$ cat src/rtl/exc_pkg.sv
package exc_pkg;
  localparam int CAUSE_W        = 6;
  localparam logic [CAUSE_W-1:0] CAUSE_UNDEF_OP = CAUSE_W'(2);
  localparam logic [CAUSE_W-1:0] CAUSE_ECALL    = CAUSE_W'(8);
  localparam logic [CAUSE_W-1:0] CAUSE_ARITH    = CAUSE_W'(24);
endpackage

$ cat src/rtl/exc_prio.sv
// Collects exception requests per stage and picks the oldest one.
module exc_prio
  import exc_pkg::*;
#(
  parameter int XLEN   = 64,
  parameter int NSTAGE = 5,
  parameter int ID_STG = 1,
  parameter int EX_STG = 2,
  localparam int SW    = $clog2(NSTAGE)
) (
  input  logic [NSTAGE-1:0]           stage_vld_i,
  input  logic [NSTAGE-1:0][XLEN-1:0] stage_pc_i,
  input  logic                        ex_exc_i,
  input  logic [CAUSE_W-1:0]          ex_cause_i,
  input  logic                        id_undef_i,
  output logic                        take_o,
  output logic [SW-1:0]               sel_stage_o,
  output logic [XLEN-1:0]             sel_pc_o,
  output logic [CAUSE_W-1:0]          sel_cause_o
);
  logic [NSTAGE-1:0]  req;
  logic [CAUSE_W-1:0] src_cause [NSTAGE];

  for (genvar s = 0; s < NSTAGE; s++) begin : g_src
    if (s == EX_STG) begin : g_ex
      assign req[s]       = stage_vld_i[s] & ex_exc_i;
      assign src_cause[s] = ex_cause_i;
    end else if (s == ID_STG) begin : g_id
      assign req[s]       = stage_vld_i[s] & id_undef_i;
      assign src_cause[s] = CAUSE_UNDEF_OP;
    end else begin : g_none
      assign req[s]       = 1'b0;
      assign src_cause[s] = '0;
    end
  end

  // Higher index is further down the pipe, hence older: last match wins.
  always_comb begin
    take_o      = 1'b0;
    sel_stage_o = '0;
    sel_pc_o    = '0;
    sel_cause_o = '0;
    for (int s = 0; s < NSTAGE; s++) begin
      if (req[s]) begin
        take_o      = 1'b1;
        sel_stage_o = SW'(s);
        sel_pc_o    = stage_pc_i[s];
        sel_cause_o = src_cause[s];
      end
    end
  end
endmodule

$ cat src/rtl/exc_flush.sv
// Builds kill bits and the fetch override from the selected event.
module exc_flush #(
  parameter int XLEN               = 64,
  parameter int NSTAGE             = 5,
  parameter logic [XLEN-1:0] HANDLER_PC = XLEN'(64'h1C09_0000),
  localparam int SW                = $clog2(NSTAGE)
) (
  input  logic              take_i,
  input  logic [SW-1:0]     sel_stage_i,
  input  logic              br_take_i,
  input  logic [XLEN-1:0]   br_target_i,
  output logic [NSTAGE-1:0] flush_o,
  output logic              redir_vld_o,
  output logic [XLEN-1:0]   redir_pc_o
);
  for (genvar s = 0; s < NSTAGE; s++) begin : g_kill
    if (s == 0) begin : g_fetch
      assign flush_o[s] = take_i | br_take_i;
    end else begin : g_rest
      assign flush_o[s] = take_i & (SW'(s) <= sel_stage_i);
    end
  end

  assign redir_vld_o = take_i | br_take_i;
  assign redir_pc_o  = take_i ? HANDLER_PC : (br_take_i ? br_target_i : '0);
endmodule

$ cat src/rtl/exc_csr.sv
// Saved PC and cause; written only on an accepted exception.
module exc_csr
  import exc_pkg::*;
#(
  parameter int XLEN = 64
) (
  input  logic               clk,
  input  logic               rst,
  input  logic               take_i,
  input  logic [XLEN-1:0]    pc_i,
  input  logic [CAUSE_W-1:0] cause_i,
  output logic [XLEN-1:0]    epc_o,
  output logic [CAUSE_W-1:0] cause_o
);
  always_ff @(posedge clk) begin
    if (rst) begin
      epc_o   <= '0;
      cause_o <= '0;
    end else if (take_i) begin
      epc_o   <= pc_i;
      cause_o <= cause_i;
    end
  end
endmodule

$ cat src/rtl/exc_redirect.sv
module exc_redirect
  import exc_pkg::*;
#(
  parameter int XLEN               = 64,
  parameter int NSTAGE             = 5,
  parameter int ID_STG             = 1,
  parameter int EX_STG             = 2,
  parameter logic [XLEN-1:0] HANDLER_PC = XLEN'(64'h1C09_0000)
) (
  input  logic                        clk,
  input  logic                        rst,
  input  logic [NSTAGE-1:0]           stage_vld_i,
  input  logic [NSTAGE-1:0][XLEN-1:0] stage_pc_i,
  input  logic                        ex_exc_i,
  input  logic [CAUSE_W-1:0]          ex_cause_i,
  input  logic                        id_undef_i,
  input  logic                        id_br_taken_i,
  input  logic [XLEN-1:0]             id_br_target_i,
  output logic [NSTAGE-1:0]           flush_o,
  output logic                        redir_vld_o,
  output logic [XLEN-1:0]             redir_pc_o,
  output logic [XLEN-1:0]             epc_o,
  output logic [CAUSE_W-1:0]          cause_o
);
  localparam int SW = $clog2(NSTAGE);

  logic               take;
  logic [SW-1:0]      sel_stage;
  logic [XLEN-1:0]    sel_pc;
  logic [CAUSE_W-1:0] sel_cause;
  logic               br_take;

  assign br_take = stage_vld_i[ID_STG] & id_br_taken_i & ~take;

  exc_prio #(
    .XLEN(XLEN), .NSTAGE(NSTAGE), .ID_STG(ID_STG), .EX_STG(EX_STG)
  ) u_prio (
    .stage_vld_i (stage_vld_i),
    .stage_pc_i  (stage_pc_i),
    .ex_exc_i    (ex_exc_i),
    .ex_cause_i  (ex_cause_i),
    .id_undef_i  (id_undef_i),
    .take_o      (take),
    .sel_stage_o (sel_stage),
    .sel_pc_o    (sel_pc),
    .sel_cause_o (sel_cause)
  );

  exc_flush #(
    .XLEN(XLEN), .NSTAGE(NSTAGE), .HANDLER_PC(HANDLER_PC)
  ) u_flush (
    .take_i      (take),
    .sel_stage_i (sel_stage),
    .br_take_i   (br_take),
    .br_target_i (id_br_target_i),
    .flush_o     (flush_o),
    .redir_vld_o (redir_vld_o),
    .redir_pc_o  (redir_pc_o)
  );

  exc_csr #(
    .XLEN(XLEN)
  ) u_csr (
    .clk     (clk),
    .rst     (rst),
    .take_i  (take),
    .pc_i    (sel_pc),
    .cause_i (sel_cause),
    .epc_o   (epc_o),
    .cause_o (cause_o)
  );
endmodule

$ cat config.mk
export PLATFORM = sky130hd
export DESIGN_NAME = exc_redirect
export DESIGN_NICKNAME = d
export VERILOG_FILES = /design/src/rtl/exc_pkg.sv /design/src/rtl/exc_prio.sv /design/src/rtl/exc_flush.sv /design/src/rtl/exc_csr.sv /design/src/rtl/exc_redirect.sv
export SDC_FILE = /design/constraint.sdc
export NUM_CORES = 1
export LEC_CHECK = 0
export BUFFER_PORTS_ARGS = -buffer_cell sky130_fd_sc_hd__buf_2
export CAP_MARGIN = 10
export CELL_PAD_IN_SITES_DETAIL_PLACEMENT = 1
export CELL_PAD_IN_SITES_GLOBAL_PLACEMENT = 2
export CORE_AREA = 2 2 207 209
export CTS_BUF_LIST = sky130_fd_sc_hd__clkbuf_8
export CTS_CLUSTER_SIZE = 25
export DETAILED_ROUTE_END_ITERATION = 8
export DIE_AREA = 0 0 209 211
export GPL_TIMING_DRIVEN = 1
export PLACE_DENSITY_LB_ADDON = 0.1
export SKIP_LAST_GASP = 1
export SLEW_MARGIN = 10
export SYNTH_ARGS = -nofsm -noshare
export SYNTH_HDL_FRONTEND = slang
export SYNTH_HIERARCHICAL = 1
export SYNTH_SLANG_ARGS = --single-unit
$ cat constraint.sdc
create_clock -name clk -period 2.7 [get_ports clk]
set_clock_uncertainty 0.15 [all_clocks]
set_input_delay 0.405 -clock clk [delete_from_list [all_inputs] [get_ports clk]]
set_output_delay 0.405 -clock clk [all_outputs]
set_load 0.02 [all_outputs]
==> results of run 1 <==
==> routing by layer <==
metal,vias to the layer above,global-route usage
met5,-,0
met4,8,0.0288
met3,23,0.0379
met2,154,0.199
met1,2363,0.138
li1,2480,-
==> cells in the mapped netlist, drive strengths merged, types with 2 or more instances <==
library cell / count / area, um^2
nor2b: 2 / 20.0
mux2i: 70 / 701
dfxtp: 70 / 1400
o21ai: 65 / 393
nand3: 129 / 646
buf: 29 / 268
and3: 5 / 31.3
clkbuf: 33 / 135
a21o: 5 / 43.8
nor2: 71 / 267
and2: 61 / 405
==> logic make-up after synthesis <==
| group | count (synthesis) |
|---|---|
| mux | 70 |
| buf+inv | 62 |
| other cells | 1 |
| simple gates | 272 |
| compound gates | 73 |
| flops | 70 |
==> report_power, final <==
group          switching [mW]  internal [mW]
registers              0.0212           1.08
logic                   0.448          0.302
clock network           0.506          0.571
total                   0.976           1.95
==> critical path: cells and delay by family <==
kind                   cells  cell delay [ns]
buffers and inverters      3             0.76
AND/OR/NAND/NOR            2             0.31
AO/OA/AOI/OAI              1             0.33
==> state kept, by name (all words and copies together), names as in the netlist <==
| name | count |
|---|---|
| u_csr/epc_o | 64 |
| u_csr/cause_o | 6 |
==> through the flow <==
step / std cells / cell area, um^2
2_1_floorplan: 548 / 4360
3_3_place_gp: 1380 / 6480
3_5_place_dp: 1380 / 6480
4_1_cts: 1396 / 6720
5_1_grt: 1396 / 6720
6_report: 1398 / 6720
==> final timing paths <==
path	startpoint	end	slack, ns
min	stage_pc_i[156]	u_csr/epc_o[28]	0.23
max reg2reg	u_csr/epc_o[34]	u_csr/epc_o[34]	1.92
min reg2reg	u_csr/epc_o[32]	u_csr/epc_o[32]	0.34
max	stage_vld_i[2]	flush_o[1]	0.33
==> layout by cell type, fill, tap and decap left out, types with 9 or more instances in the layout <==
cell type	netlist	final
buf_2	13	343
nand3_1	129	129
nor2_1	71	71
mux2i_1	70	70
dfxtp_1	70	70
o21ai_0	47	47
and2_1	43	43
o21ai_2	18	18
and2_2	17	17
clkbuf_8	0	11
buf_4	2	9
==> final cells by class <==
type                    instances  area (um^2)  share of cell area
repair buffers                355         1840               0.274
flip-flops and latches         70         1400               0.208
multi-input cells             416         2560               0.381
diodes                          2         5.00            0.000745
clock inverters                 5         81.3              0.0121
well taps                     539          674               0.100
clock buffers                  11          151              0.0225
==> reports/results.tsv, run 1 <==
metric	value	unit
status	finished clean	
met3_length	1640	um
met1Wirelength	11000	um
vias	5028	
synth_top_family_by_area	simple AND/OR/NAND/NOR gates	
rows	75	
ys_seq_area_frac	0.321	
grt.total_usage	0.116	
layout-drive-gt1-share	0.484	
min_period_over_period	0.879	
cpMostUsedCell	buf_2	
highest_layer	met5	
syn_nets	948	
irDropWorstVdd	0.000244	V
slowest_stage	buf_4	
rsz0062_at_grt	no	
ff2ff_path_depth	2	
drt-wirelength-per-cell	18.5	um
insertion_delay	0.39	ns
core_area	41800	um^2
grt_max_degree	71	
ys_ff_latch	70	
worst_pin_slew	0.995	ns
first_pass_iters	4	
netlist_instances	548	
cpPeakStageDelay	0.50	ns
globalplace.congestion	0.696	
fillers	5076	
dpl.hpwl	18200	um
h-tree-depth	3	
finalCriticalPeriod	2.37	ns
cellLeakagePower	3.36	nW
ys_warn_count	6	
synth_ff_type	dfxtp_1	
synthSimpleGateAreaFrac	0.320	
cap_violations	0	
start_util	0.104	
port_buffers	343	
drtIter0Drc	182	
finalWirelength	25900	um
maxSlewViolCount	0	
place_ws	0.224	ns
drtAntennaViolNets	0	
cts_tree	done	
synth.area.mux_share	0.161	
cts_setup_buffers	0	
min_path_type	in -> reg	
synth_area	4360	um^2
final_util	0.161	
crit_chain	buf_2 -> and2_4 -> buf_4 -> nor2_1 -> o31a_1 -> buf_2	
die_area	44100	um^2
timing.final.hold_violations	0	
synth_xor_area_frac	0	
avgSynthCellArea	7.96	um^2
via_per_inst	3.60	
die_w	209	um
antenna_found_initial	7	
numCtsBuffers	9	
grt-ovfl-total	0	
grt_pass1_vias	5239	
synth_edf_count	0	
finalSetupTns	0	ns
total_power	2.92	mW
fin_ws	0.327	ns
postCtsHoldBufs	0	
whs	0.231	ns
numClockSinks	70	
cts.clk_slew.worst_paths	0.09	ns
setup_violations	0	
cp_data_required_time	2.14	ns
slew_headroom	0.336	
wl_met2	12900	um
synth_compound_area_frac	0.105	
synth_cell_types	27	
drc_errors	0	
area_growth	54.1	%
ctsResizeCount	0	
critPathKind	in -> out	
clock-root-buffer	clkbuf_8	
hold_depth	5	
fmax	421	MHz
synth_fa_ha_area_frac	0	
nets	1252	
worst_setup_path_start_kind	primary input	
synthArstFlopShare	0	
critPathCaptureType	output port	
cp_max_fo	48	
die_height	211	um
clk_path_buf_depth	2	
p_per_area	435	nW/um^2
io_pins	540	
crit_arrival	1.82	ns
grt_pass1_wl	37200	um
Note: power is estimated with default switching activity, not from simulation.
==> inputs of run 2 (changes only) <==
--- a/config.mk
+++ b/config.mk
@@ -5,15 +5,16 @@
 export SDC_FILE = /design/constraint.sdc
 export NUM_CORES = 1
 export LEC_CHECK = 0
+export ABC_AREA = 1
 export BUFFER_PORTS_ARGS = -buffer_cell sky130_fd_sc_hd__buf_2
 export CAP_MARGIN = 10
 export CELL_PAD_IN_SITES_DETAIL_PLACEMENT = 1
 export CELL_PAD_IN_SITES_GLOBAL_PLACEMENT = 2
-export CORE_AREA = 2 2 207 209
+export CORE_AREA = 2 2 213 215
 export CTS_BUF_LIST = sky130_fd_sc_hd__clkbuf_8
 export CTS_CLUSTER_SIZE = 25
 export DETAILED_ROUTE_END_ITERATION = 8
-export DIE_AREA = 0 0 209 211
+export DIE_AREA = 0 0 215 217
 export GPL_TIMING_DRIVEN = 1
 export PLACE_DENSITY_LB_ADDON = 0.1
 export SKIP_LAST_GASP = 1
==> run 2 against run 1 <==
Compared with the run above: sequential share of layout area is 2.5 points lower; total power grew 5.1%; sequential cell count did not move; register-to-register slack improved by 0.06 ns; hold slack lost 0.0018 ns; via count up 27%.
==> reports/results.tsv, run 2 <==
metric	value	unit
r2r_start	u_csr/epc_o[5]	
ff2ff_path_depth	2	
netlist_instances	959	
worst_pin_slew	0.528	ns
synth.area.top_cells	dfxtp_1 (27%), nand2_1 (27%), nor2_1 (17%)	
first_pass_iters	4	
numCtsBuffers	9	
whs	0.230	ns
post-synth-top-count-cell	nand2_1	
irDropWorstVdd	0.000224	V
crit_chain	buf_2 -> nand2_4 -> buf_4 -> inv_2 -> nor2_1 -> nand3_1 -> nand2_1 -> buf_2	
hold_depth	7	
drc_errors	0	
critPathCaptureType	output port	
cellLeakagePower	4.49	nW
insertion_delay	0.39	ns
cp_top_family	buffers and inverters	
place_ws	0.254	ns
finalCriticalPeriod	2.34	ns
start_util	0.116	
startpoint	stage_vld_i[2]	
drt-wirelength-per-cell	13.7	um
cap_violations	0	
maxSlewViolCount	0	
drtAntennaViolNets	0	
setup_violations	0	
synth_common_cells	nand2_1 (370), nor2_1 (229), inv_1 (140), dfxtp_1 (70)	
rows	78	
drtIter0Drc	204	
via_per_inst	3.40	
mostFrequentLayoutCells	nand2_1 (368), buf_2 (343), nor2_1 (229), inv_1 (142), dfxtp_1 (70)	
globalplace.congestion	0.719	
layout_commonest_cell	nand2_1	
synth_cell_types	18	
nets	1669	
port_buffers	343	
status	finished clean	
ys_seq_area_frac	0.271	
grt.total_usage	0.110	
top_regs	u_csr/epc_o (64), u_csr/cause_o (6)	
ctsResizeCount	0	
numClockSinks	70	
h-tree-depth	3	
cp_data_required_time	2.14	ns
grt_pass1_vias	6319	
postCtsHoldBufs	0	
avgSynthCellArea	5.40	um^2
crit_arrival	1.78	ns
syn_nets	1359	
synth_edf_count	0	
vias	6378	
slowest_stage	buf_4	
min_period_over_period	0.866	
synth.top_cell.area_share	0.271	
synth_area_leader_cell	dfxtp_1	
cts.clk_slew.worst_paths	0.08	ns
fmax	428	MHz
cpPeakStageDelay	0.32	ns
cts_tree	done	
io_pins	540	
top_register	u_csr/epc_o	
worst_setup_path_start_kind	primary input	
cp-endpoint	flush_o[3]	
dpl.hpwl	19500	um
finalWirelength	25700	um
ys_warn_count	6	
cpMostUsedCell	buf_2	
reg2reg_slack	1.98	ns
critPathKind	in -> out	
grt_pass1_wl	38500	um
finalSetupTns	0	ns
timing.final.hold_violations	0	
min_path_type	in -> reg	
p_per_area	403	nW/um^2
synth_area	5180	um^2
area_growth	47.4	%
crit_cells	8	
clk_path_buf_depth	2	
path_buf_inv	4	
r2r_end	u_csr/epc_o[5]	
cp_max_fo	20	
slew_headroom	0.648	
ys_ff_latch	70	
layout-drive-gt1-share	0.361	
total_power	3.07	mW
clock-root-buffer	clkbuf_8	
die_area	46700	um^2
die_w	215	um
antenna_found_initial	6	
core_area	44700	um^2
rsz0062_at_grt	no	
largest_reg_flops	64	
fillers	5808	
die_height	217	um
grt-ovfl-total	0	
synth_ff_type	dfxtp_1	
cts_setup_buffers	0	
fin_ws	0.362	ns
synthArstFlopShare	0	
grt_max_degree	94	
-- run 2: cell count changes after synthesis, moves of 17 or more --
cell / before / now
and2_1: 43 / 0
and2_2: 17 / 0
inv_1: 0 / 140
mux2i_1: 70 / 0
nand2_1: 1 / 370
nand2_2: 0 / 41
nand3_1: 129 / 2
nor2_1: 71 / 229
nor2_2: 0 / 41
o21ai_0: 47 / 1
o21ai_2: 18 / 0
-- run 2: worst reg2reg max path, stage by stage (launching register included) --
cell and delay [ns]:
dfxtp_1 0.33, nor2_1 0.09, nor2_1 0.05
-- run 2: stage by stage --
| stage | instances | utilization | cell area, um^2 |
|---|---|---|---|
| 6_report | 1876 | 0.171 | 7630 |
| 5_1_grt | 1874 | 0.171 | 7630 |
| 4_1_cts | 1874 | 0.171 | 7630 |
| 3_3_place_gp | 1858 | 0.166 | 7440 |
| 2_1_floorplan | 959 | - | 5180 |
| 3_5_place_dp | 1858 | 0.166 | 7440 |
-- run 2: power breakdown --
part,internal (mW),total [mW],switching (mW)
registers,1.11,1.15,0.0394
logic,0.360,1.00,0.640
clock network,0.422,0.920,0.499
-- run 2: area by class of cell --
class / instances / area [um^2] / share of cell area
flip-flops and latches: 70 / 1400 / 0.184
repair buffers: 359 / 1940 / 0.254
diodes: 2 / 5.00 / 0.000656
clock buffers: 9 / 124 / 0.0162
inverters: 143 / 537 / 0.0703
multi-input cells: 686 / 2810 / 0.368
clock inverters: 7 / 67.6 / 0.00885
well taps: 600 / 751 / 0.0983
-- run 2: worst min path at each step --
stage | start | endpoint
after floorplan | u_csr/cause_o[0] | u_csr/cause_o[0]
after global placement | u_csr/epc_o[18] | u_csr/epc_o[18]
after detailed placement | u_csr/epc_o[39] | u_csr/epc_o[39]
after CTS | ex_cause_i[3] | u_csr/cause_o[3]
after global routing | stage_pc_i[156] | u_csr/epc_o[28]
final | ex_cause_i[5] | u_csr/cause_o[5]
-- run 2: routing by layer --
layer | part of all wire | up-vias | GRT usage
met5 | 0.0018 | - | 0
met1 | 0.45 | 2869 | 0.134
met4 | 0.0077 | 8 | 0.0269
li1 | - | 3309 | -
met2 | 0.47 | 177 | 0.182
met3 | 0.071 | 15 | 0.0416
-- run 2: cells by family (layout without fill, tap and decap cells) --
kind of cell | count (synthesis) | count (layout) | share of synthesized area
buffers and inverters | 203 | 518 | 0.191
AO/OA/AOI/OAI | 1 | 1 | 0.000966
AND/OR/NAND/NOR | 684 | 684 | 0.536
flip-flops | 70 | 70 | 0.271
other | 1 | 3 | 0.000724
